===== src/rtl/bfc_pkg.sv =====
// Package: shared constants and the hazard action type for the branch
// flush controller. Assumes IF is stage 1 and branches resolve in EX (stage 3).
package bfc_pkg;
    localparam int RESOLVE_STAGE = 3;
    localparam int FLUSH_SLOTS   = RESOLVE_STAGE - 1;

    typedef struct packed {
        logic redirect;
        logic flush_ifid;
        logic flush_idex;
        logic stall;
    } hazard_act_t;
endpackage


===== src/rtl/bfc_decide.sv =====
// Module: bfc_decide
// Combinational hazard decision. Turns the resolved branch and the stall
// request into redirect, flush and effective-stall actions. Assumes the
// execute stage qualifies br_vld so that a bubble never presents a branch.
module bfc_decide
    import bfc_pkg::*;
(
    input  logic        br_vld,
    input  logic        br_cond,
    input  logic        stall_req,
    output hazard_act_t act
);
    logic taken;

    // Decide the actions: a taken branch flushes both younger slots and wins over a stall.
    always_comb begin
        taken          = br_vld & br_cond;
        act.redirect   = taken;
        act.flush_ifid = taken;
        act.flush_idex = taken;
        act.stall      = stall_req & ~taken;
    end
endmodule


===== src/rtl/bfc_squash_regs.sv =====
// Module: bfc_squash_regs
// Holds the fetch/decode valid bit and the decode/execute control fields.
// It loads bubbles on flush, on stall (decode/execute only) and out of reset.
// Assumes the datapath parts of these pipeline registers live elsewhere and
// use the same flush and stall enables.
module bfc_squash_regs
    import bfc_pkg::*;
#(
    parameter int ALUOP_W = 4
) (
    input  logic               clk,
    input  logic               rst_n,
    input  hazard_act_t        act,
    input  logic               fetch_vld,
    input  logic               id_vld,
    input  logic               id_reg_wr,
    input  logic               id_mem_wr,
    input  logic [ALUOP_W-1:0] id_alu_op,
    output logic               if_vld,
    output logic               ex_vld,
    output logic               ex_reg_wr,
    output logic               ex_mem_wr,
    output logic [ALUOP_W-1:0] ex_alu_op
);
    localparam int BUNDLE_W = ALUOP_W + 3;

    logic [BUNDLE_W-1:0] live_bundle;
    logic [BUNDLE_W-1:0] ex_q;
    logic                slot_live;

    // Build the sanitised bundle: a slot with no real instruction becomes all zeros.
    always_comb begin
        slot_live   = if_vld & id_vld;
        live_bundle = slot_live ? {1'b1, id_reg_wr, id_mem_wr, id_alu_op}
                                : '0;
    end

    // Fetch/decode valid: cleared by flush, held by stall, otherwise loaded from fetch.
    always_ff @(posedge clk) begin
        if (!rst_n) begin
            if_vld <= 1'b0;
        end else if (act.flush_ifid) begin
            if_vld <= 1'b0;
        end else if (!act.stall) begin
            if_vld <= fetch_vld;
        end
    end

    // Decode/execute control: bubble on flush or stall, otherwise the sanitised bundle.
    always_ff @(posedge clk) begin
        if (!rst_n) begin
            ex_q <= '0;
        end else if (act.flush_idex || act.stall) begin
            ex_q <= '0;
        end else begin
            ex_q <= live_bundle;
        end
    end

    assign {ex_vld, ex_reg_wr, ex_mem_wr, ex_alu_op} = ex_q;
endmodule


===== src/rtl/bfc_penalty_cnt.sv =====
// Module: bfc_penalty_cnt
// Saturating count of fetch slots lost to taken branches. Each redirect
// adds FLUSH_SLOTS. Assumes CNT_W is wide enough to hold FLUSH_SLOTS.
module bfc_penalty_cnt
    import bfc_pkg::*;
#(
    parameter int CNT_W = 32
) (
    input  logic             clk,
    input  logic             rst_n,
    input  logic             inc,
    output logic [CNT_W-1:0] cnt
);
    localparam logic [CNT_W-1:0] SAT_MAX  = '1;
    localparam logic [CNT_W-1:0] STEP     = CNT_W'(FLUSH_SLOTS);
    localparam logic [CNT_W-1:0] STEP_LIM = SAT_MAX - STEP;

    logic [CNT_W-1:0] cnt_nxt;

    // Next count: add the step, or pin at the ceiling when the step would overflow.
    always_comb begin
        cnt_nxt = cnt;
        if (inc) begin
            cnt_nxt = (cnt > STEP_LIM) ? SAT_MAX : cnt + STEP;
        end
    end

    // Count register.
    always_ff @(posedge clk) begin
        if (!rst_n) begin
            cnt <= '0;
        end else begin
            cnt <= cnt_nxt;
        end
    end
endmodule


===== src/rtl/branch_flush_ctrl.sv =====
// Module: branch_flush_ctrl
// Control-hazard controller for a five-stage, predict-fall-through pipeline.
// A taken branch resolved in execute redirects the PC, squashes the two
// younger slots into bubbles, overrides stalls and counts the lost slots.
// Assumes the execute stage presents the branch result and target combinationally.
module branch_flush_ctrl
    import bfc_pkg::*;
#(
    parameter int PC_W    = 32,
    parameter int ALUOP_W = 4,
    parameter int CNT_W   = 32
) (
    input  logic               clk,
    input  logic               rst_n,
    input  logic               fetch_vld,
    input  logic               id_vld,
    input  logic               id_reg_wr,
    input  logic               id_mem_wr,
    input  logic [ALUOP_W-1:0] id_alu_op,
    input  logic               stall_req,
    input  logic               ex_br_vld,
    input  logic               ex_br_taken,
    input  logic [PC_W-1:0]    ex_br_target,
    output logic               pc_sel,
    output logic [PC_W-1:0]    pc_target,
    output logic               flush_ifid,
    output logic               flush_idex,
    output logic               stall_out,
    output logic               if_vld,
    output logic               ex_vld,
    output logic               ex_reg_wr,
    output logic               ex_mem_wr,
    output logic [ALUOP_W-1:0] ex_alu_op,
    output logic [CNT_W-1:0]   penalty_cnt
);
    hazard_act_t act;

    bfc_decide u_decide (
        .br_vld    (ex_br_vld),
        .br_cond   (ex_br_taken),
        .stall_req (stall_req),
        .act       (act)
    );

    bfc_squash_regs #(.ALUOP_W(ALUOP_W)) u_regs (
        .clk       (clk),
        .rst_n     (rst_n),
        .act       (act),
        .fetch_vld (fetch_vld),
        .id_vld    (id_vld),
        .id_reg_wr (id_reg_wr),
        .id_mem_wr (id_mem_wr),
        .id_alu_op (id_alu_op),
        .if_vld    (if_vld),
        .ex_vld    (ex_vld),
        .ex_reg_wr (ex_reg_wr),
        .ex_mem_wr (ex_mem_wr),
        .ex_alu_op (ex_alu_op)
    );

    bfc_penalty_cnt #(.CNT_W(CNT_W)) u_cnt (
        .clk   (clk),
        .rst_n (rst_n),
        .inc   (act.redirect),
        .cnt   (penalty_cnt)
    );

    // Drive the PC steering and flush enables from the decided actions.
    always_comb begin
        pc_sel     = act.redirect;
        pc_target  = ex_br_target;
        flush_ifid = act.flush_ifid;
        flush_idex = act.flush_idex;
        stall_out  = act.stall;
    end
endmodule


===== config.mk =====
export PLATFORM = sky130hd
export DESIGN_NAME = branch_flush_ctrl
export DESIGN_NICKNAME = d
export VERILOG_FILES = /design/src/rtl/bfc_pkg.sv /design/src/rtl/bfc_decide.sv /design/src/rtl/bfc_squash_regs.sv /design/src/rtl/bfc_penalty_cnt.sv /design/src/rtl/branch_flush_ctrl.sv
export SDC_FILE = /design/constraint.sdc
export NUM_CORES = 1
export LEC_CHECK = 0
export CORE_MARGIN = 2
export CORE_UTILIZATION = 67
export DETAILED_ROUTE_END_ITERATION = 16
export DONT_BUFFER_PORTS = 1
export MAX_ROUTING_LAYER = met4
export PLACE_DENSITY = 0.92
export SLEW_MARGIN = 20
export SYNTH_ARGS = -nofsm -noshare
export SYNTH_HDL_FRONTEND = slang
export SYNTH_HIERARCHICAL = 1
export SYNTH_SLANG_ARGS = --single-unit

===== constraint.sdc =====
create_clock -name clk -period 3.2 [get_ports clk]
set_input_delay 0.16 -clock clk [delete_from_list [all_inputs] [get_ports clk]]
set_output_delay 0.16 -clock clk [all_outputs]
set_load 0.01 [all_outputs]

# == Yosys cells after proc, flatten, opt, wreduce, memory -nomap -nowiden ==
# Cells that the tools add are included.
# word_totals
register_bits,40
latchBits,0
mem_bits_rw,0
romBits,0
output_inout_bits,76
wordCells,18
n_memories,0
# classes
n_addsub,1
multipliers,0
div,0
order_cmp,1
eq_ne,0
shift,0
muxes,2
bitwise_logic,6
n_reduce_logical,4
# ops
op,count
"32-bit by 2-bit adder with 32-bit output, second input constant",1
"32-bit greater-than comparator, second input constant",1
32-bit two-way mux,1
7-bit two-way mux,1
2-bit OR reduction,2
1-bit bitwise AND,3
1-bit NOT,3
3-bit OR reduction,1
1-bit logical OR,1

# == Depth between registers and ports, before layout ==
# depth
ltp_word,5
mapped_depth,8
depth_no_buf,5

# == Hierarchy ==
# The synthesis kept the hierarchy.
# modules_own_cells
module,n_inst,cells_each,area_per_inst_um2
bfc_penalty_cnt,1,197,1677.9
bfc_squash_regs,1,18,250.2
branch_flush_ctrl,1,32,240.2
bfc_decide,1,5,36.3

# == Worst setup path after synthesis ==
# No wires, ideal clock.
# synth_path
path_kind,register to register
startpoint,register u_cnt.cnt[1]
endpoint,register u_cnt.cnt[27]
t_arrival_ps,1892
path_slack_ps,1243
path_stages_with_launch,7
period_less_slack_ps,1957
cell_sequence,dfxtp_1 ha_1 and4_1 nand4_1 clkbuf_1 or4_1 nand3_1
# synth_between
elab_chain_len,2
word_cells_on_any_way,3
cone_classes,add/sub: 1; order compare: 1; mux: 1
# synth_rtl
element,line,source
"start, declared",bfc_penalty_cnt.sv:12,output logic [CNT_W-1:0] cnt
"start signal, assigned",bfc_penalty_cnt.sv:33,cnt <= cnt_nxt;
32-bit by 2-bit adder with 32-bit output / 32-bit greater-than comparator (equally long branches),bfc_penalty_cnt.sv:24,cnt_nxt = (cnt > STEP_LIM) ? SAT_MAX : cnt + STEP;
32-bit two-way mux (*),bfc_penalty_cnt.sv:24,
# Every way passes the cells marked *; elsewhere a longest branch is shown, timed or not.
# A chain may end at the register's enable or synchronous reset.

# == Final worst setup path ==
# layout_path
startpoint,register u_cnt.cnt[1]
endpoint,register u_cnt.cnt[21]
# The elaborated chain is that of the path after synthesis.

==> run_results.csv <==
group,metric,value,unit
floorplan,die-area,3765,sq um
logic_synthesis,ys_warn_count,6,
routing,drtAntennaViolNets,0,
grt,grt_pass1_vias,1686,
floorplan,fp.dieW,61.36,um
cts,cts_root_buffer,"clkbuf_4",
sta,worst_pin_slew,0.7528,ns
sta,setup_tns,0,ns
logic_synthesis,synth_area,2205,sq um
cts,hold_buffers,12,
worst_setup_path,path_class,"flip-flop to flip-flop",
routing,drc,0,
placement,dp.cells,254,
logic_synthesis,synthesis.nets,298,
logic_synthesis,synth_flop_cell,"dfxtp_1",
power,power.leakage,0.6578,nW
routing,firstDrtPassIters,4,
layout,drive_gt1_frac,0.08734,
cts,ctsResizeCount,0,
cts,clk_pin_slew_worst_paths,0.12,ns
routing,first_iter_violations,83,
logic_synthesis,synthTopCellsByCount,"dfxtp_1, buf_4, nand2_1",
logic_synthesis,synthTopCellsByArea,"dfxtp_1, buf_4, or4_1, nand4_1, a21oi_1",
cts,cts.sinks,40,
sta,rsz0062_at_grt,"no",
cts,clk_path_buf_depth,2,
worst_setup_path,cp-start-kind,"flip-flop",
power,p_per_area,369.6,nW/um^2
floorplan,design.core.area,3103,sq um
worst_setup_path,ff2ff_path_depth,5,
grt,grt-ovfl-total,0,
logic_synthesis,async_flop_share,0,
logic_synthesis,ys_ff_latch,40,
logic_synthesis,synth_largest_area_cell,"dfxtp_1",
worst_setup_path,cp.required,3.49,ns
grt,grt_usage,0.3143,
grt,grt_pass1_wl,8293,um
placement,place.gp.congestion,0.8110,
routing,vias_per_cell,6.650,
sta,setup_viol,0,
worst_hold_path,worstHoldPathCells,2,
routing,drt-total-wl,5313,um
cts,post_cts_buffers,0,
routing,wire_per_inst,19.39,um
cts,cts_max_level,2,
layout,syn_to_final_growth,-3.065,%
sta,finalHoldViolations,0,
routing,vias,1822,
power,max-vdd-ir-drop,224.0,uV
logic_synthesis,synthCells,252,
sta,slew_violations,0,
cts,cts_inserted_buffers,5,
layout,finalNonFillerCells,274,
logic_synthesis,synth.distinct_cells,43,
sta,finalCritPeriodShare,0.7521,
job,drv_cap,0,
grt,antenna_found_initial,1,
logic_synthesis,avgSynthCellArea,8.748,sq um
sta,max_freq,415.5,MHz
cts,cts_tree,"yes",
floorplan,rows,20,
floorplan,io_pins,121,
floorplan,start_util,0.7105,
layout,final_net_count,275,
outcome,status,"completed",
logic_synthesis,netlist.area_leader.share,0.3632,
logic_synthesis,yosysSeqAreaShare,0.3632,
grt,grt_max_degree,28,
floorplan,die_h,61.36,um
sta,finalClockSkew,0.01061,ns
worst_setup_path,end_kind,"flip-flop",
worst_hold_path,hp-class,"primary input to flip-flop",
placement,dp_hpwl,3312,um
logic_synthesis,synth_edf_count,0,
worst_setup_path,arrival,2.70,ns
sta,min_period,2.407,ns
worst_setup_path,cp_max_fo,13,
placement,port-buffer-count,0,
sta,slew_headroom,0.4935,
cts,insertion_delay,0.35,ns
logic_synthesis,synthMostInstantiatedCell,"dfxtp_1",
-- path summary, 6_finish.rpt --
kind                         startpoint                          to  slack, ns
max reg2reg   u_cnt/cnt[1]$_SDFFE_PN0P_  u_cnt/cnt[21]$_SDFFE_PN0P_       0.79
min reg2reg  u_cnt/cnt[22]$_SDFFE_PN0P_  u_cnt/cnt[22]$_SDFFE_PN0P_       0.60
max           u_cnt/cnt[1]$_SDFFE_PN0P_  u_cnt/cnt[21]$_SDFFE_PN0P_       0.79
min                               rst_n   u_regs/ex_q[6]$_SDFF_PP0_      0.007
-- cells in the final DEF (no fill, tap or decap), drive strengths merged, types with 2 or more instances in the layout --
master       Yosys  routed
o311ai           4       4
or2              3       3
nor2             7       7
nor3b            7       7
nand4b           2       2
or3              5       5
dlygate4sd3      0      12
xnor2            8       8
inv              3       3
or4             12      12
nand3            8       8
o21ai            5       5
a31oi           12      12
buf             38       3
nor4             9       9
xor2             4       4
nor3             4       4
clkbuf           6       5
nand4           17      17
o31ai            5       5
nand2b           2       2
clkinv           1       2
dfxtp           40      40
and4             3       3
a21oi           16      16
mux2i            2       2
nand2           19      19
-- through the flow --
step | util | cell area (sq um) | worst slack, ns | hold WS, ns | total power, W
after floorplan | - | 2205 | 1.243 | 0.3242 | 0.0005814
after global placement | 0.6331 | 1964 | 0.9669 | 0.3059 | 0.0005406
after detailed placement | 0.6331 | 1964 | 0.8562 | 0.3161 | 0.0005412
after CTS | 0.6879 | 2135 | 0.8330 | 0.003210 | 0.0007859
after global routing | 0.6887 | 2137 | 0.6612 | 0.007641 | 0.0008136
final | 0.6887 | 2137 | 0.7932 | 0.007225 | 0.0007897
-- logic make-up (layout without fill, tap and decap cells) --
| logic type | Yosys count | count (layout) | synth area share |
|---|---|---|---|
| buf+inv | 49 | 26 | 0.1510 |
| compound gates | 47 | 47 | 0.1334 |
| other cells | 0 | 1 | 0 |
| flops | 40 | 40 | 0.3632 |
| simple gates | 101 | 101 | 0.2900 |
| fa+ha+maj | 1 | 1 | 0.005674 |
| mux | 2 | 2 | 0.009081 |
| xor+xnor | 12 | 12 | 0.04767 |
-- registers in the layout (all words and copies together) (netlist names) --
name	cells
u_cnt/cnt	32
u_regs/if_vld	1
u_regs/ex_q	7
-- critical path, cell delays in order (launching register included) --
cell	delay [ns]
dfxtp_1	0.51
ha_1	0.31
and4_1	0.28
nand4_1	0.46
or4_1	0.63
a31oi_1	0.17
-- final cells by class --
cell class	instances	area, sq um
clock buffers	5	37.54
well taps	44	55.05
flip-flops and latches	40	800.8
diodes	1	2.502
multi-input cells	163	1071
inverters	4	15.01
fillers	254	965.9
clock inverters	2	12.51
repair buffers	15	142.6
-- where the power goes --
part           internal, W  total [W]  switching [W]
Clock            0.0000802   0.000249       0.000169
Sequential        0.000501   0.000506     0.00000536
Combinational    0.0000158  0.0000350      0.0000192
-- per-layer routing --
layer / global-route usage / vias up / wire length [um]
li1: - / 865 / -
met4: 0.1277 / 0 / 115
met2: 0.4878 / 85 / 2553
met1: 0.3638 / 862 / 2108
met5: - / - / 0
met3: 0.1239 / 10 / 535
(Power assumes the default switching activity.)
